[src/rtl/div_cc_pkg.sv]
package div_cc_pkg;

  typedef enum logic [1:0] {
    ST_IDLE = 2'd0,
    ST_RUN  = 2'd1,
    ST_FIN  = 2'd2
  } dstate_e;

  typedef struct packed {
    logic n;
    logic z;
    logic v;
  } ccflags_t;

  typedef struct packed {
    logic sgn;
    logic word;
    logic neg_q;
    logic neg_r;
    logic dz;
  } dctx_t;

endpackage

[src/rtl/div_cc_prep.sv]
module div_cc_prep #(
  parameter int W = 32
) (
  input  logic [W-1:0] dvd,
  input  logic [W-1:0] dvs,
  input  logic         sgn,
  output logic [W-1:0] mag_dvd,
  output logic [W-1:0] mag_dvs,
  output logic         neg_q,
  output logic         neg_r,
  output logic         dvs_zero
);
  logic dvd_neg, dvs_neg;

  always_comb begin
    dvd_neg  = sgn & dvd[W-1];
    dvs_neg  = sgn & dvs[W-1];
    mag_dvd  = dvd_neg ? (~dvd + 1'b1) : dvd;
    mag_dvs  = dvs_neg ? (~dvs + 1'b1) : dvs;
    neg_q    = dvd_neg ^ dvs_neg;
    neg_r    = dvd_neg;
    dvs_zero = ~|dvs;
  end
endmodule

[src/rtl/div_cc_ctrl.sv]
module div_cc_ctrl
  import div_cc_pkg::*;
#(
  parameter int W = 32
) (
  input  logic clk,
  input  logic rst_n,
  input  logic start,
  input  logic dvs_zero,
  output logic load,
  output logic step,
  output logic fin
);
  localparam int CW = $clog2(W);
  localparam logic [CW-1:0] LAST = CW'(W - 1);

  dstate_e       state_q, state_d;
  logic [CW-1:0] cnt_q, cnt_d;

  always_comb begin
    state_d = state_q;
    cnt_d   = cnt_q;
    load    = 1'b0;
    step    = 1'b0;
    fin     = 1'b0;
    unique case (state_q)
      ST_IDLE: begin
        if (start) begin
          load    = 1'b1;
          cnt_d   = '0;
          state_d = dvs_zero ? ST_FIN : ST_RUN;
        end
      end
      ST_RUN: begin
        step  = 1'b1;
        cnt_d = cnt_q + 1'b1;
        if (cnt_q == LAST) state_d = ST_FIN;
      end
      ST_FIN: begin
        fin     = 1'b1;
        state_d = ST_IDLE;
      end
      default: state_d = ST_IDLE;
    endcase
  end

  always_ff @(posedge clk or negedge rst_n) begin
    if (!rst_n) begin
      state_q <= ST_IDLE;
      cnt_q   <= '0;
    end else begin
      state_q <= state_d;
      cnt_q   <= cnt_d;
    end
  end
endmodule

[src/rtl/div_cc_core.sv]
module div_cc_core #(
  parameter int W = 32
) (
  input  logic         clk,
  input  logic         rst_n,
  input  logic         load,
  input  logic         step,
  input  logic [W-1:0] mag_dvd,
  input  logic [W-1:0] mag_dvs,
  output logic [W-1:0] quo_mag,
  output logic [W-1:0] rem_mag
);
  logic [W-1:0] rem_q, rem_d, quo_q, quo_d, dvs_q, dvs_d;
  logic [W:0]   trial;
  logic         fits;

  always_comb begin
    trial = {rem_q, quo_q[W-1]};
    fits  = trial >= {1'b0, dvs_q};
    rem_d = rem_q;
    quo_d = quo_q;
    dvs_d = dvs_q;
    if (load) begin
      rem_d = '0;
      quo_d = mag_dvd;
      dvs_d = mag_dvs;
    end else if (step) begin
      rem_d = fits ? (trial[W-1:0] - dvs_q) : trial[W-1:0];
      quo_d = {quo_q[W-2:0], fits};
    end
  end

  always_ff @(posedge clk or negedge rst_n) begin
    if (!rst_n) begin
      rem_q <= '0;
      quo_q <= '0;
      dvs_q <= '0;
    end else if (load || step) begin
      rem_q <= rem_d;
      quo_q <= quo_d;
      dvs_q <= dvs_d;
    end
  end

  assign quo_mag = quo_q;
  assign rem_mag = rem_q;
endmodule

[src/rtl/div_cc_fin.sv]
module div_cc_fin
  import div_cc_pkg::*;
#(
  parameter int W = 32
) (
  input  logic [W-1:0] quo_mag,
  input  logic [W-1:0] rem_mag,
  input  dctx_t        ctx,
  output logic [W-1:0] quo,
  output logic [W-1:0] rem,
  output ccflags_t     flags
);
  localparam int HALF = W / 2;

  logic [W-HALF-1:0] hi_u;
  logic [W-HALF:0]   hi_s;
  logic              ovf_u, ovf_s;

  always_comb begin
    quo     = ctx.neg_q ? (~quo_mag + 1'b1) : quo_mag;
    rem     = ctx.neg_r ? (~rem_mag + 1'b1) : rem_mag;
    hi_u    = quo[W-1:HALF];
    hi_s    = quo[W-1:HALF-1];
    ovf_u   = |hi_u;
    ovf_s   = !((&hi_s) || !(|hi_s));
    flags.z = ~|quo;
    flags.n = (|quo) & quo[W-1];
    flags.v = ctx.word & (ctx.sgn ? ovf_s : ovf_u);
  end
endmodule

[src/rtl/div_cc_unit.sv]
module div_cc_unit
  import div_cc_pkg::*;
#(
  parameter int W = 32
) (
  input  logic         clk,
  input  logic         rst_n,
  input  logic         start_i,
  input  logic [W-1:0] dvd_i,
  input  logic [W-1:0] dvs_i,
  input  logic         sgn_i,
  input  logic         word_i,
  output logic [W-1:0] quo_o,
  output logic [W-1:0] rem_o,
  output logic         flag_n_o,
  output logic         flag_z_o,
  output logic         flag_v_o,
  output logic         dz_o,
  output logic         done_o
);
  logic [1:0] rst_sync_q;
  logic       rst_sn;

  always_ff @(posedge clk or negedge rst_n) begin
    if (!rst_n) rst_sync_q <= 2'b00;
    else        rst_sync_q <= {rst_sync_q[0], 1'b1};
  end
  assign rst_sn = rst_sync_q[1];

  logic [W-1:0] mag_dvd, mag_dvs, quo_mag, rem_mag, quo_fix, rem_fix;
  logic         neg_q, neg_r, dvs_zero, load, step, fin;
  dctx_t        ctx_q, ctx_d;
  ccflags_t     flg_fix, flg_q, flg_d;
  logic [W-1:0] quo_q, quo_d, rem_q, rem_d;
  logic         dz_q, dz_d, done_q;

  div_cc_prep #(.W(W)) u_prep (
    .dvd(dvd_i), .dvs(dvs_i), .sgn(sgn_i),
    .mag_dvd(mag_dvd), .mag_dvs(mag_dvs),
    .neg_q(neg_q), .neg_r(neg_r), .dvs_zero(dvs_zero)
  );

  div_cc_ctrl #(.W(W)) u_ctrl (
    .clk(clk), .rst_n(rst_sn), .start(start_i), .dvs_zero(dvs_zero),
    .load(load), .step(step), .fin(fin)
  );

  div_cc_core #(.W(W)) u_core (
    .clk(clk), .rst_n(rst_sn), .load(load), .step(step),
    .mag_dvd(mag_dvd), .mag_dvs(mag_dvs),
    .quo_mag(quo_mag), .rem_mag(rem_mag)
  );

  div_cc_fin #(.W(W)) u_fin (
    .quo_mag(quo_mag), .rem_mag(rem_mag), .ctx(ctx_q),
    .quo(quo_fix), .rem(rem_fix), .flags(flg_fix)
  );

  always_comb begin
    ctx_d = ctx_q;
    if (load) begin
      ctx_d.sgn   = sgn_i;
      ctx_d.word  = word_i;
      ctx_d.neg_q = neg_q;
      ctx_d.neg_r = neg_r;
      ctx_d.dz    = dvs_zero;
    end
    quo_d = quo_q;
    rem_d = rem_q;
    flg_d = flg_q;
    dz_d  = dz_q;
    if (fin) begin
      dz_d = ctx_q.dz;
      if (!ctx_q.dz) begin
        quo_d = quo_fix;
        rem_d = rem_fix;
        flg_d = flg_fix;
      end
    end
  end

  always_ff @(posedge clk or negedge rst_sn) begin
    if (!rst_sn) begin
      ctx_q  <= '0;
      quo_q  <= '0;
      rem_q  <= '0;
      flg_q  <= '0;
      dz_q   <= 1'b0;
      done_q <= 1'b0;
    end else begin
      if (load) ctx_q <= ctx_d;
      if (fin) begin
        quo_q <= quo_d;
        rem_q <= rem_d;
        flg_q <= flg_d;
        dz_q  <= dz_d;
      end
      done_q <= fin;
    end
  end

  assign quo_o    = quo_q;
  assign rem_o    = rem_q;
  assign flag_n_o = flg_q.n;
  assign flag_z_o = flg_q.z;
  assign flag_v_o = flg_q.v;
  assign dz_o     = dz_q;
  assign done_o   = done_q;
endmodule

[config.mk]
export PLATFORM = sky130hd
export DESIGN_NAME = div_cc_unit
export DESIGN_NICKNAME = d
export VERILOG_FILES = /design/src/rtl/div_cc_pkg.sv /design/src/rtl/div_cc_prep.sv /design/src/rtl/div_cc_ctrl.sv /design/src/rtl/div_cc_core.sv /design/src/rtl/div_cc_fin.sv /design/src/rtl/div_cc_unit.sv
export SDC_FILE = /design/constraint.sdc
export NUM_CORES = 1
export LEC_CHECK = 0
export BUFFER_PORTS_ARGS = -buffer_cell sky130_fd_sc_hd__buf_2
export CAP_MARGIN = 20
export CORE_ASPECT_RATIO = 2
export CORE_MARGIN = 5
export CORE_UTILIZATION = 45
export CTS_CLUSTER_DIAMETER = 100
export CTS_CLUSTER_SIZE = 8
export DETAILED_ROUTE_END_ITERATION = 12
export GPL_TIMING_DRIVEN = 1
export PLACE_DENSITY = 0.76
export SLEW_MARGIN = 20
export SYNTH_ARGS = -nofsm -noshare
export SYNTH_HDL_FRONTEND = slang
export SYNTH_HIERARCHICAL = 1
export SYNTH_SLANG_ARGS = --single-unit
[constraint.sdc]
create_clock -name clk -period 6.6 [get_ports clk]
set_input_delay 0.33 -clock clk [delete_from_list [all_inputs] [get_ports clk]]
set_output_delay 0.33 -clock clk [all_outputs]
set_load 0.01 [all_outputs]
Word-level counts from Yosys, hierarchy flattened --
Index checks and enable logic that the tools add are counted.
Operators by class: $add $sub $neg 6, multiply operators 0, divide/modulo/power cells 0, $lt $le $gt $ge 1, eq/ne operators 5, shift operators 0, muxes and demuxes 20, bitwise logic cells 10, reduce and logical (&&, ||, !) cells 19
Operators with widths (number):
- $mux W32 | 9
- $add A32 B1 Y32 const B | 4
- $not A32 Y32 | 4
- $reduce_or A32 Y1 | 2
- $ge A33 B32 Y1 | 1
- $sub A32 B32 Y32 | 1
- $reduce_and A17 Y1 | 1
- $reduce_or A17 Y1 | 1
- $reduce_or A16 Y1 | 1
- $pmux W5 S2 | 1
- $reduce_and A2 Y1 | 5
- $mux W2 | 3
- $add A5 B1 Y5 const B | 1
- $eq A5 B5 Y1 const B | 1
- $mux W1 | 5
- $mux W5 | 1
- $and A1 B1 Y1 | 4
- $logic_not A1 Y1 | 4
- $pmux W2 S2 | 1
- $reduce_bool A2 Y1 | 2
- $eq A2 B1 Y1 const B | 1
- $eq A2 B2 Y1 const B | 1
- $logic_not A2 Y1 | 1
- $logic_or A1 B1 Y1 | 2
- 4 further kinds | 4
Storage, ports and cells: register bits after elaboration 179, latch bits 0, bits in writable memories 0, bits in read-only memories 0, output and inout bits 69, logic and storage cells 79, memories 0

Longest topological paths before layout --
Gate-level depths: netlist of run 1.
depth in word-level cells 9, mapped depth 14

Hierarchy --
Netlist of run 1, hierarchy kept.
By module, submodules not included:
- div_cc_core | times used 1, cells each 696, area an instance 6038.3 µm²
- div_cc_unit | times used 1, cells each 158, area an instance 2947.8 µm²
- div_cc_fin | times used 1, cells each 267, area an instance 1825.5 µm²
- div_cc_prep | times used 1, cells each 239, area an instance 1582.8 µm²
- div_cc_ctrl | times used 1, cells each 35, area an instance 377.9 µm²

Least setup slack after synthesis of run 1 --
Ideal clock, no wire load.
kind register -> register, start point register u_core.quo_q[6], in the netlist u_core/quo_mag[6], end point register flg_q (netlist bit flag_v_o), library setup time 0.125 ns, arrival 3.284 ns, setup slack 3.191 ns, stages on the path, launching flop included 11, cells stage by stage dfrtp_1 or4_4 buf_6 or4_4 buf_6 or4_4 a32oi_1 nand4_1 o41a_1 o31a_1 mux2_2
RTL lines:
- start: declaration | RTL line div_cc_core.sv:13 | logic [W-1:0] rem_q, rem_d, quo_q, quo_d, dvs_q, dvs_d;
- start signal: assignment | RTL line div_cc_core.sv:40 | quo_q <= quo_d;
- end signal: assignment | RTL line div_cc_unit.sv:95 | flg_q <= flg_d;
- end: declaration | RTL line div_cc_unit.sv:33 | ccflags_t flg_fix, flg_q, flg_d;

==> run_results.csv, run 1 <==
group,metric,value,unit
global_route,grt_pass1_vias,11090,
critical_path,arrival,4.05,ns
power,vdd_ir_drop_max,0.0002631,V
timing,worst_pin_slew,1.046,ns
critical_path,cp_slowest_cell,"or4_4",
critical_path,crit_start,"u_core/quo_mag[0]",
cts,clockRootBuffer,"clkbuf_16",
cts,cts_tree,"yes",
die,die_w,129.1,um
layout,layoutNonFillerInstCount,1848,
critical_path,cp.required,6.93,ns
synth,avgSynthCellArea,9.156,sq um
timing,max_freq,268.9,MHz
synth,synthFlopType,"dfrtp_1",
routing,wire_per_inst,19.50,um
hold_path,hold_path.class,"in2reg",
placed_design,port_buffers,137,
synth,yosys-top-cells-area,"dfrtp_1 35%, xnor2_1 6.9%, o21ai_0 4.9%",
power,p_leak,6.328,nW
global_route,gr-usage-all-layers,22.32,%
synth,synth_top_area_share,35.07,%
global_route,grt_pass1_wl,56660,um
synth,synthesis.nets,1503,
synth,ys_seq_area_share,35.07,%
synth,ys_seq_elements,179,
die,die_area,32060,sq um
synth,netlist-cell-type-count,90,
placed_design,place.detailed.hpwl,27850,um
layout,syn2layout_area_growth,10.68,%
flow_run,maxCapViolCount,0,
layout,nNetsFinal,1587,
timing,finalClockSkew,0.005770,ns
hold_path,hold_start,"word_i",
timing,setup_violations,0,
power,finalPower,7.265,mW
critical_path,crit_path_start_kind,"flop",
power,power.density,513.9,nW/um^2
routing,vias_per_cell,5.970,
synth,synthesis.area,12770,sq um
timing,rsz0062_at_grt,"no",
critical_path,crit_path_frequent_cell,"or4_4",
critical_path,slowest_delay,0.64,ns
routing,vias,11030,
layout,drive_gt1_share,19.84,%
synth,ys_warn_count,6,
cts,clk-insertion-delay-late,0.44,ns
cts,cts.sinks,179,
synth,synthCells,1395,
placed_design,finalWeightedCongestion,0.9492,
critical_path,cp-end-kind,"flop",
placed_design,dp.cells,1815,
critical_path,path_class,"reg2reg",
cts,clk_pin_slew,0.07,ns
die,initial_core_util,45.48,%
routing,drt-total-wl,36040,um
timing,hold_slack,0.1233,ns
status,status,"complete, no violations",
timing,period_share,56.35,%
routing,dr.pass1.iters,7,
critical_path,crit_fanout,9,
routing,drtIter0Drc,844,
synth,synth_edf_count,0,
timing,max-slew-margin-rel,30.24,%
die,io_pins,138,
cts,cts_resized,0,
synth,synthTopCellsByCount,"179 x dfrtp_1, 126 x nand2_1, 125 x o21ai_0",
critical_path,r2r-start,"u_core/quo_mag[0]",
cts,htree_levels,4,
routing,drc_errors,0,
cts,numCtsBuffers,17,
cts,cts.path.max_buffers,2,
timing,setup_tns,0,ns
global_route,grt_max_degree,153,
layout,diodes,0,
critical_path,regToRegSetupSlack,2.88,ns
synth,synth.most_common_cell,"dfrtp_1",
layout,fillerInstances,2614,
synth,synthArstFlopShare,100.0,%
global_route,antenna_found_initial,0,
synth,yosysTopAreaCell,"dfrtp_1",
die,core-area,28080,sq um
timing,slew_violations,0,
global_route,grt_overflow,0,
timing,finalCriticalPeriod,3.719,ns
routing,antenna_left,0,
timing,final_hold_viol_count,0,
critical_path,worstPathCellList,"inv_1, ha_1, or3b_1, or4_4, or4_4, a32oi_1, nand4_1, o41a_1, o31a_1, mux2_2",
die,rows,87,
die,die_h,248.3,um
power breakdown:
| group | internal (mW) | switching [mW] | leakage [nW] |
|---|---|---|---|
| combinational | 1.83 | 2.41 | 3.76 |
| sequential | 1.50 | 0.528 | 2.30 |
| clock | 0.551 | 0.444 | 0.276 |
path summary, 6_finish.rpt:
check | endpoint | cells past startpoint
setup / recovery | flag_v_o | 10
hold / removal | ctx_q[3] | 2
setup reg to reg | flag_v_o | 10
hold reg to reg | rst_sync_q[1] | 0
max in group asynchronous | rem_o[24] | 1
min in group asynchronous | rst_sync_q[1] | 2
worst max-delay path, delay by kind of cell (launching register included):
kind / cells / cell delay, ns
buffers and inverters: 1 / 0.08
and+or+nand+nor: 4 / 1.78
adders and majority gates: 1 / 0.15
AOI/OAI and AO/OA: 3 / 0.90
DFF: 1 / 0.44
muxes: 1 / 0.26
sequential cells by signal (all words and copies together), names as in the netlist:
name,cells
rem_o,32
flag_v_o,1
quo_o,32
dz_o,1
flag_n_o,1
u_ctrl/cnt_q,5
rst_sync_q,2
flag_z_o,1
u_core/dvs_q,32
u_core/quo_mag,32
ctx_q,5
done_o,1
u_ctrl/state_q,2
u_core/rem_mag,32
through the flow:
step	setup WS, ns	area (sq um)	util (%)
floorplan	1.243	12770	-
global placement	3.019	13540	48.22
detailed placement	2.966	13540	48.22
CTS	2.972	14130	50.30
global route	2.717	14140	50.33
finish	2.881	14140	50.33
logic make-up (layout without fill, tap and decap cells):
group	after synthesis	in the layout	share of synthesized area [%]
flip-flops	179	179	35.07
AND/OR/NAND/NOR	405	405	16.04
buffers and inverters	156	253	5.682
multiplexers	117	117	10.82
AO/OA/AOI/OAI	363	363	19.22
other	1	1	0.02936
XOR/XNOR	135	135	9.257
adder cells (fa/ha/maj)	39	39	3.879
what timing repair did:
| item | 4_1_cts | 5_1_grt |
|---|---|---|
| endpoints found under the setup margin | 0 | 0 |
| hold buffers | 1 | 0 |
| endpoints found under the hold margin | 2 | 0 |
| buffers inserted | 0 | 0 |
cell usage in the layout, fill, tap and decap left out, types with 8 or more instances in the layout:
| master | n |
|---|---|
| a21o_1 | 8 |
| nand2b_1 | 11 |
| mux2_2 | 48 |
| xor2_1 | 35 |
| mux2i_1 | 38 |
| ha_1 | 38 |
| a211oi_1 | 30 |
| nand3_1 | 17 |
| a21oi_1 | 61 |
| or4_1 | 20 |
| buf_2 | 137 |
| o31ai_1 | 27 |
| nor4_1 | 22 |
| nand2_1 | 126 |
| o211ai_1 | 10 |
| and3_1 | 11 |
| nor2_1 | 91 |
| o21ai_0 | 125 |
| or2_2 | 12 |
| xnor2_1 | 100 |
| and2_1 | 9 |
| o41ai_1 | 21 |
| mux2_4 | 30 |
| inv_1 | 73 |
| nand4_1 | 20 |
| nor3_1 | 22 |
| or3_1 | 18 |
| clkbuf_16 | 17 |
| dfrtp_1 | 178 |
cell type report:
| type | instances | area [sq um] | area share (%) |
|---|---|---|---|
| multi-input cells | 1060 | 7580 | 53.62 |
| clock inverters | 11 | 102.6 | 0.7258 |
| repair buffers | 146 | 772.0 | 5.461 |
| clock buffers | 21 | 470.5 | 3.328 |
| flip-flops and latches | 179 | 4483 | 31.71 |
| well taps | 356 | 445.4 | 3.151 |
| inverters | 75 | 282.8 | 2.000 |
routing by layer:
layer,up-vias,wire length [um],global-route usage (%)
li1,5202,-,-
met5,-,0,0
met4,0,1997,12.31
met3,124,1458,3.047
met1,5312,12940,22.90
met2,395,19650,42.48
Note: power is estimated with default switching activity, not from simulation.
==> inputs of run 2 (changes only) <==
--- a/config.mk
+++ b/config.mk
@@ -5,6 +5,7 @@
 export SDC_FILE = /design/constraint.sdc
 export NUM_CORES = 1
 export LEC_CHECK = 0
+export ABC_AREA = 1
 export BUFFER_PORTS_ARGS = -buffer_cell sky130_fd_sc_hd__buf_2
 export CAP_MARGIN = 20
 export CORE_ASPECT_RATIO = 2
@@ -14,7 +15,7 @@
 export CTS_CLUSTER_SIZE = 8
 export DETAILED_ROUTE_END_ITERATION = 12
 export GPL_TIMING_DRIVEN = 1
-export PLACE_DENSITY = 0.76
+export PLACE_DENSITY = 0.75
 export SLEW_MARGIN = 20
 export SYNTH_ARGS = -nofsm -noshare
 export SYNTH_HDL_FRONTEND = slang
==> constraint.sdc (replaced) <==
create_clock -name clk -period 3.58 [get_ports clk]
set_input_delay 0.179 -clock clk [delete_from_list [all_inputs] [get_ports clk]]
set_output_delay 0.179 -clock clk [all_outputs]
set_load 0.01 [all_outputs]
==> run 2 against run 1 <==
  * Critical path depth increased by 2
  * Global-route usage increased by 5.5 points
  * Power increased by 130%
  * Non-clock buffer count increased by 6
  * Sequential share of layout area decreased by 4.0 points
  * Register-to-register slack got worse by 2.0 ns
==> run_results.csv, run 2 <==
group,metric,value,unit
global_route,grt_overflow,0,
placed_design,port_buffers,137,
critical_path,regToRegSetupSlack,0.86,ns
timing,max-slew-margin-rel,48.88,%
synth,synthesis.area,14600,sq um
global_route,gr-usage-all-layers,27.82,%
timing,setup_violations,0,
synth,synthArstFlopShare,100.0,%
placed_design,finalWeightedCongestion,1.082,
synth,ys_seq_area_share,30.68,%
critical_path,crit_start,"u_core/quo_mag[13]",
synth,avgSynthCellArea,6.370,sq um
routing,antenna_left,0,
timing,rsz0062_at_grt,"no",
global_route,grt_max_degree,71,
die,die_w,137.4,um
cts,numCtsBuffers,17,
timing,finalClockSkew,0.009672,ns
layout,post-route-util,50.40,%
synth,synthCells,2292,
die,die_h,264.7,um
synth,synth.most_common_cell,"nand2_1",
synth,synth_xor_xnor_area_share,5.099,%
timing,max_freq,367.5,MHz
critical_path,cp_slowest_cell,"dfrtp_1",
synth,synth_top_family_by_area,"simple AND/OR/NAND/NOR gates",
die,rows,93,
cts,cts.path.max_buffers,2,
layout,drive_gt1_share,13.00,%
power,power.density,1021,nW/um^2
cts,cts_tree,"yes",
routing,drt-total-wl,49910,um
critical_path,slowest_delay,0.49,ns
routing,drtIter0Drc,754,
synth,yosysTopAreaCell,"dfrtp_1",
synth,synth_top_area_share,30.68,%
synth,synth_fa_ha_area_share,3.394,%
synth,synthTopCellsByCount,"875 x nand2_1, 306 x inv_1, 214 x nor2_1",
synth,netlist-cell-type-count,49,
synth,synth-simple-area-share,43.39,%
synth,ys_warn_count,6,
timing,worst_pin_slew,0.7659,ns
critical_path,cp.required,3.93,ns
hold_path,hold_path.class,"in2async",
die,core-area,32120,sq um
layout,design_area,16190,sq um
routing,drc_errors,0,
synth,synth-compound-area-share,6.273,%
die,die_area,36370,sq um
layout,nNetsFinal,2502,
timing,final_hold_viol_count,0,
status,status,"complete, no violations",
layout,final_common_cell,"nand2_1",
synth,synthFlopType,"dfrtp_1",
synth,synthesis.nets,2400,
critical_path,path_class,"reg2reg",
critical_path,r2r-start,"u_core/quo_mag[13]",
critical_path,worstPathCellList,"nor2_1, nand2_1, nand2_1, nand2_1, o21bai_1, nand2_1, nor3_2, nand3_1, nor2_1, nor2_1, nand3_1, nand2_1",
cts,clockRootBuffer,"clkbuf_16",
cts,clk_pin_slew,0.07,ns
timing,finalCriticalPeriod,2.721,ns
critical_path,crit_path_start_kind,"flop",
critical_path,arrival,3.07,ns
synth,yosys-top-cells-area,"dfrtp_1 31%, nand2_1 22%, inv_1 7.9%",
critical_path,r2r.worst_path.cells,12,
die,io_pins,138,
routing,vias,14720,
cts,htree_levels,4,
cts,cts.sinks,179,
power,vdd_ir_drop_max,0.0005025,V
die,initial_core_util,45.46,%
critical_path,crit_path_frequent_cell,"nand2_1",
routing,dr.pass1.iters,6,
global_route,antenna_found_initial,3,
cts,cts_resized,0,
global_route,grt_pass1_vias,14520,
timing,slew_violations,0,
timing,setup_tns,0,ns
layout,mostFrequentLayoutCells,"875 x nand2_1, 305 x inv_1, 212 x nor2_1",
placed_design,place_area,15530,sq um
cts,cts_setup_buffers,0,
global_route,grt_pass1_wl,77470,um
critical_path,cp-end-kind,"flop",
layout,syn2layout_area_growth,10.87,%
placed_design,place.detailed.hpwl,40940,um
synth,synth_edf_count,0,
synth,ys_seq_elements,179,
synth,synthMuxAreaShare,0.07713,%
routing,wire_per_inst,17.59,um
flow_run,maxCapViolCount,0,
power,p_leak,8.890,nW
cts,clk-insertion-delay-late,0.45,ns
timing,period_share,76.01,%
critical_path,crit_fanout,5,
critical_path,worstReg2RegEnd,"flag_v_o",
routing,vias_per_cell,5.187,
## run 2: changes by cell type after synthesis, moves of 47 or more
| cell | before | now |
|---|---|---|
| nand3_1 | 17 | 195 |
| mux2_2 | 48 | 1 |
| inv_1 | 73 | 306 |
| nor2_1 | 91 | 214 |
| nand2_1 | 126 | 875 |
| o21ai_0 | 125 | 67 |
| xnor2_1 | 100 | 40 |
| nand2_2 | 0 | 47 |
## run 2: what timing repair did
action,4_1_cts,5_1_grt
setup endpoints to repair,0,0
hold buffers,3,0
endpoints found under the hold margin,4,0
## run 2: kinds of logic (layout without fill, tap and decap cells)
group                    Yosys count  count (layout)
buffers and inverters            383             498
AND/OR/NAND/NOR                 1456            1456
flip-flops                       179             179
multiplexers                       1               1
adder cells (fa/ha/maj)           39              39
XOR/XNOR                          85              85
other                              1               4
AO/OA/AOI/OAI                    148             148
## run 2: layer usage
metal | GRT usage [%] | vias to the layer above | part of all wire (%)
li1 | - | 7307 | -
met4 | 18.60 | 2 | 8.1
met3 | 3.969 | 171 | 3.9
met2 | 52.28 | 472 | 54
met5 | 0 | - | 0.038
met1 | 27.32 | 6764 | 34
## run 2: worst max path at each step
| stage | to | slack (ns) | depth (start not counted) |
|---|---|---|---|
| after floorplan | ctx_q[0] | 0.62 | 0 |
| after global placement | u_core/rem_mag[21] | 0.98 | 12 |
| after detailed placement | u_core/rem_mag[29] | 0.94 | 12 |
| after CTS | u_core/rem_mag[29] | 0.92 | 12 |
| after global routing | u_core/rem_mag[29] | 0.71 | 16 |
| final | flag_v_o | 0.86 | 12 |
## run 2: cell type report
type,count,area [sq um]
clock inverters,14,192.7
multi-input cells,1730,8516
well taps,427,534.3
repair buffers,152,843.3
clock buffers,18,429.2
fillers,3350,15930
flip-flops and latches,179,4483
diodes,3,7.507
inverters,314,1181
## run 2: report_power, final
group / internal (mW) / total (mW) / leakage, nW / switching [mW]
Combinational: 3.61 / 10.9 / 6.29 / 7.28
Clock: 1.12 / 1.99 / 0.293 / 0.874
Sequential: 2.77 / 3.64 / 2.30 / 0.864
## run 2: critical path, delay by kind of cell (launching register included)
family,cells,cell delay (ns)
flops,1,0.49
simple gates,11,1.90
compound gates,1,0.22
## run 2: through the flow
step                      worst slack, ns  total power, mW  hold WS (ns)  instances
after floorplan                    0.6241            11.59       -0.1166       2292
after global placement             0.9782            14.20      -0.03460       2798
after detailed placement           0.9416            14.39      -0.03323       2799
after CTS                          0.9222            16.44      0.003840       2834
after global routing               0.7145            18.01       0.03683       2834
final                              0.8590            16.53       0.02598       2837
